**config.mk**
```make
export PLATFORM = sky130hd
export DESIGN_NAME = uart_rx_core
export DESIGN_NICKNAME = d
export VERILOG_FILES = /design/src/rtl/uart_rx_core.sv
export SDC_FILE = /design/constraint.sdc
export NUM_CORES = 1
export LEC_CHECK = 0
export BUFFER_PORTS_ARGS = -buffer_cell sky130_fd_sc_hd__clkbuf_2
export CAP_MARGIN = 20
export CORE_MARGIN = 2
export CORE_UTILIZATION = 50
export CTS_CLUSTER_SIZE = 16
export DETAILED_ROUTE_END_ITERATION = 10
export PLACE_DENSITY_LB_ADDON = 0.12
export RECOVER_POWER = 100
export SETUP_SLACK_MARGIN = 0.3
export SYNTH_ARGS = -nofsm -noshare
export SYNTH_HDL_FRONTEND = slang
export SYNTH_SLANG_ARGS = --single-unit
```
**constraint.sdc**
```tcl
create_clock -name clk -period 1.9 [get_ports clk]
set_input_delay 0.19 -clock clk [delete_from_list [all_inputs] [get_ports clk]]
set_output_delay 0.19 -clock clk [all_outputs]
set_load 0.005 [all_outputs]
```
**src/rtl/uart_rx_core.sv**
```systemverilog
module uart_rx_core #(
  parameter int SYNC_STAGES = 2,
  parameter int OVS = 16
) (
  input  logic       clk,
  input  logic       rst_n,
  input  logic       tick16,
  input  logic       rx_in,
  input  logic [1:0] cfg_len,
  input  logic       cfg_par_en,
  input  logic       cfg_par_odd,
  input  logic [1:0] cfg_stop,
  input  logic       cfg_fifo_mode,
  output logic [7:0] char_data,
  output logic       char_valid,
  output logic       hold_load,
  output logic       fifo_push,
  output logic       char_perr,
  output logic       char_ferr,
  output logic       char_brk
);
  localparam int CW   = $clog2(OVS);
  localparam int HALF = OVS / 2;
  localparam int TW   = CW + 1;

  typedef enum logic [2:0] {
    S_IDLE = 3'd0, S_START = 3'd1, S_DATA = 3'd2, S_PAR = 3'd3,
    S_STOP = 3'd4, S_TAIL = 3'd5, S_BRKW = 3'd6
  } st_t;

  st_t st;
  logic [SYNC_STAGES-1:0] sync_q;
  logic          rx_s, rx_d, fall;
  logic [CW-1:0] cnt;
  logic [TW-1:0] tcnt, tail_len;
  logic [2:0]    bidx, last_idx;
  logic [7:0]    sh, data_al;
  logic          pbit, seen_hi, mid, stop_low, is_brk, par_bad;

  always_ff @(posedge clk or negedge rst_n)
    if (!rst_n) sync_q <= '1;
    else        sync_q <= {sync_q[SYNC_STAGES-2:0], rx_in};

  assign rx_s     = sync_q[SYNC_STAGES-1];
  assign fall     = rx_d & ~rx_s;
  assign mid      = tick16 && (cnt == CW'(OVS - 1));
  assign last_idx = {1'b0, cfg_len} + 3'd4;
  assign data_al  = sh >> (2'd3 - cfg_len);
  assign stop_low = ~rx_s;
  assign is_brk   = stop_low & ~seen_hi;
  assign par_bad  = cfg_par_en & (pbit ^ (^data_al) ^ cfg_par_odd);
  assign tail_len = (cfg_stop == 2'd0) ? TW'(0) :
                    (cfg_stop == 2'd1) ? TW'(OVS) : TW'(OVS + HALF);

  always_ff @(posedge clk or negedge rst_n)
    if (!rst_n) begin
      st         <= S_IDLE;
      rx_d       <= 1'b1;
      cnt        <= '0;
      tcnt       <= '0;
      bidx       <= '0;
      sh         <= '0;
      pbit       <= 1'b0;
      seen_hi    <= 1'b0;
      char_data  <= '0;
      char_valid <= 1'b0;
      hold_load  <= 1'b0;
      fifo_push  <= 1'b0;
      char_perr  <= 1'b0;
      char_ferr  <= 1'b0;
      char_brk   <= 1'b0;
    end else begin
      rx_d       <= rx_s;
      char_valid <= 1'b0;
      hold_load  <= 1'b0;
      fifo_push  <= 1'b0;
      unique case (st)
        S_IDLE:
          if (fall) begin
            st  <= S_START;
            cnt <= '0;
          end
        S_START:
          if (tick16) begin
            if (cnt == CW'(HALF - 1)) begin
              cnt <= '0;
              if (rx_s) st <= S_IDLE;
              else begin
                st      <= S_DATA;
                bidx    <= '0;
                seen_hi <= 1'b0;
              end
            end else cnt <= cnt + 1'b1;
          end
        S_DATA:
          if (tick16) begin
            cnt <= cnt + 1'b1;
            if (mid) begin
              sh      <= {rx_s, sh[7:1]};
              seen_hi <= seen_hi | rx_s;
              bidx    <= bidx + 1'b1;
              if (bidx == last_idx) st <= cfg_par_en ? S_PAR : S_STOP;
            end
          end
        S_PAR:
          if (tick16) begin
            cnt <= cnt + 1'b1;
            if (mid) begin
              pbit    <= rx_s;
              seen_hi <= seen_hi | rx_s;
              st      <= S_STOP;
            end
          end
        S_STOP:
          if (tick16) begin
            cnt <= cnt + 1'b1;
            if (mid) begin
              char_data  <= is_brk ? 8'h00 : data_al;
              char_perr  <= is_brk ? 1'b0 : par_bad;
              char_ferr  <= stop_low;
              char_brk   <= is_brk;
              char_valid <= 1'b1;
              hold_load  <= ~cfg_fifo_mode;
              fifo_push  <= cfg_fifo_mode;
              tcnt       <= '0;
              if (is_brk)                st <= S_BRKW;
              else if (tail_len == '0)   st <= S_IDLE;
              else                       st <= S_TAIL;
            end
          end
        S_TAIL:
          if (tick16) begin
            tcnt <= tcnt + 1'b1;
            if (tcnt == tail_len - 1'b1) st <= S_IDLE;
          end
        S_BRKW:
          if (rx_s) st <= S_IDLE;
        default: st <= S_IDLE;
      endcase
    end
endmodule


```
==> impl_metrics.csv <==
group,metric,value,unit
power,p_leak,0.00129,uW
setup_path,worstPathArrival,2.10,ns
die,die_w,72.3,um
synth,synth_xor_area_share,6.44,%
synth,synth_top_family_by_area,"simple AND/OR/NAND/NOR gates",
setup_path,cp_data_required_time,2.09,ns
drt,drc,0,
setup_path,startpoint,"st[0]",
finish,num_antenna_cells,0,
placement,pre_cts_slack,-0.0318,ns
global_route,grt.overflow.total,0,
placement,port_buffers,24,
sta,hold_violations,0,
setup_path,reg2reg_depth,6,
worst_hold_path,hp-start,"cfg_fifo_mode",
synth,synth_ff_type,"dfrtp_1",
drt,num_vias,1750,
finish,mostFrequentLayoutCells,"dfrtp_1 (37), nand2_1 (31), clkbuf_2 (21), nor2_1 (19), buf_4 (16)",
power,powerDensity,990,nW/um2
sta,fmax,522,MHz
synth,ys_types,52,
clock_tree,clock-sinks,42,
synth,synth-seq-area-share,45.2,%
sta,fin_crit_sh,101,%
global_route,track_usage,19.2,%
drt,drtAntennaViolNets,0,
worst_hold_path,hp-class,"in -> reg",
drt,drtIter0Drc,121,
die,ioPinCount,25,
clock_tree,cts_buffer_depth,2,
sta,timing.final.ws_setup,-0.0166,ns
setup_path,start_kind,"flop",
setup_path,crit_buf_inv,1,
synth,synthesis.nets,237,
clock_tree,clkTransAtPathRegs,0.09,ns
die,start_util,52.8,%
finish,final_common_cell,"dfrtp_1",
setup_path,crit_type,"reg -> reg",
run,maxCapViolations,0,
status,failed_checks,"negative setup slack",
sta,clock_skew,0.0104,ns
setup_path,path_cells,"or4b_4 > buf_4 > a21oi_1 > a31oi_4 > o21bai_1 > a21o_1",
synth,synth_area,2330,um2
synth,yosys_warnings,0,
sta,worst_pin_slew,1.39,ns
synth,synth_simple_gate_area_share,17.5,%
placement,place_inst,301,
sta,slew_viol_final,0,
setup_path,r2r_start,"st[0]",
setup_path,cp_top_family,"compound AO/OA/AOI/OAI gates",
die,core,4410,um2
sta,fin_tns_setup,-0.0166,ns
synth,synth_cells,223,
clock_tree,cts_made_buffers,5,
sta,whs,0.0397,ns
status,outcome,"finished, violations left",
global_route,antenna_found_initial,0,
drt,dr.pass1.iters,4,
synth,synth-seq-cells,42,
synth,ys_async_sr_fraction,100,%
drt,avgViaCountPerCell,5.42,
finish,instances_no_fill,323,
sta,finalSetupViolations,1,
die,fp-row-count,24,
synth,synth_adder_area_share,1.61,%
clock_tree,cts-htree-levels,2,
synth,synth_edf_count,0,
setup_path,slowest_stage,"or4b_4",
sta,max-slew-margin-rel,7.55,%
finish,post-route-util,63.7,%
setup_path,max_stage_delay,0.53,ns
global_route,grt_pass1_wl,7850,um
worst_hold_path,hold_depth,2,
global_route,grt_max_degree,26,
finish,nFillCells,373,
drt,wirelength,4690,um
power,ir_worst_vdd,0.000515,V
global_route,grt_pass1_vias,1656,
sta,min_period,1.92,ns
placement,hpwl,3260,um
clock_tree,cts-root-buf,"clkbuf_8",
synth,muxShareOfSynthArea,12.3,%
synth,syn_avg_cell_area,10.5,um2
finish,nNetsFinal,284,
placement,gp_congestion,0.786,
finish,synthToLayoutAreaGrowth,20.5,%
finish,drive_gt1_share,30.3,%
synth,synth-compound-area-share,11.1,%
setup_path,path_max_fanout,6,
die,die_area,5230,um2
setup_path,end_kind,"flop",
clock_tree,clock_latency,0.30,ns
setup_path,cp.depth,6,
die,die_h,72.3,um
sta,rsz0062_at_grt,"true",
drt,wl_per_cell,14.5,um
clock_tree,cts_tree,"yes",
path summary, 6_finish.rpt:
check / endpoint / slack (ns)
worst max-delay path: cnt[2] / -0.02
worst min-delay path: hold_load / 0.04
worst max register to register: cnt[2] / -0.02
worst min register to register: sync_q[1] / 0.36
max in group asynchronous: sh[3] / 0.21
min in group asynchronous: tcnt[2] / 0.73
logic make-up after synthesis:
logic type	Yosys count
AOI/OAI and AO/OA	40
xor gates and xnor gates	14
adders and majority gates	3
buffers and inverters	20
DFF	42
muxes	22
and+or+nand+nor	82
report_power, final:
group	switching, uW	total [uW]	leakage, uW	internal, uW
registers	109	1100	0.000562	995
logic	496	963	0.000681	467
clock network	324	715	0.0000504	391
final cells by class:
type	count	area (um2)	share of cell area, %
inverter	7	27.5	0.980
timing repair buffer	52	320	11.4
multi-input combinational	161	1220	43.5
clock inverter	3	45.0	1.60
clock buffer	5	68.8	2.45
sequential	42	1060	37.6
timing repair inverter	1	3.75	0.134
tap	52	65.1	2.32
synth_stat cells, types with 5 or more instances:
| library cell | count | area share (%) |
|---|---|---|
| dfrtp_1 | 39 | 42 |
| nand2_1 | 31 | 5.0 |
| nor2_1 | 18 | 2.9 |
| o21ai_0 | 15 | 3.2 |
| mux2_2 | 10 | 4.8 |
| nand3_1 | 10 | 2.1 |
| xnor2_1 | 8 | 3.0 |
| buf_6 | 7 | 3.4 |
| inv_1 | 6 | 0.97 |
| mux2i_1 | 5 | 2.1 |
worst register-to-register path: stages (launching register included):
cell	delay [ns]
dfrtp_2	0.44
or4b_4	0.54
buf_4	0.15
a21oi_1	0.24
a31oi_4	0.08
o21bai_1	0.19
a21o_1	0.18
state kept, by name, summed over array words and instances (netlist names):
name and count:
st 3, tcnt 5, char_valid 1, char_perr 1, sync_q 2, seen_hi 1, char_brk 1, hold_load 1
sh 8, char_data 8, cnt 4, bidx 3, char_ferr 1, fifo_push 1, rx_d 1, pbit 1
per-layer routing:
layer / track usage (%) / share of wire (%)
met1: 28.2 / 50
met2: 29.3 / 45
met3: 3.06 / 3.5
met5: 0 / 0
met4: 6.50 / 1.5
metrics by stage:
stage                     power [uW]  instance area, um2
after floorplan                 1770                2340
after global placement          1920                2520
after detailed placement        1930                2520
after global routing            2950                2810
after CTS                       2750                2760
final                           2780                2810
timing repair:
| item | 4_1_cts | 5_1_grt |
|---|---|---|
| hold endpoints to repair | 21 | 0 |
| setup endpoints to repair | 30 | 31 |
| cloned | 1 | 0 |
| setup buffers | 6 | 5 |
| pin swaps | 3 | 4 |
| gates resized for setup | 13 | 25 |
| hold buffers | 2 | 0 |
Note: power is estimated with default switching activity, not from simulation.
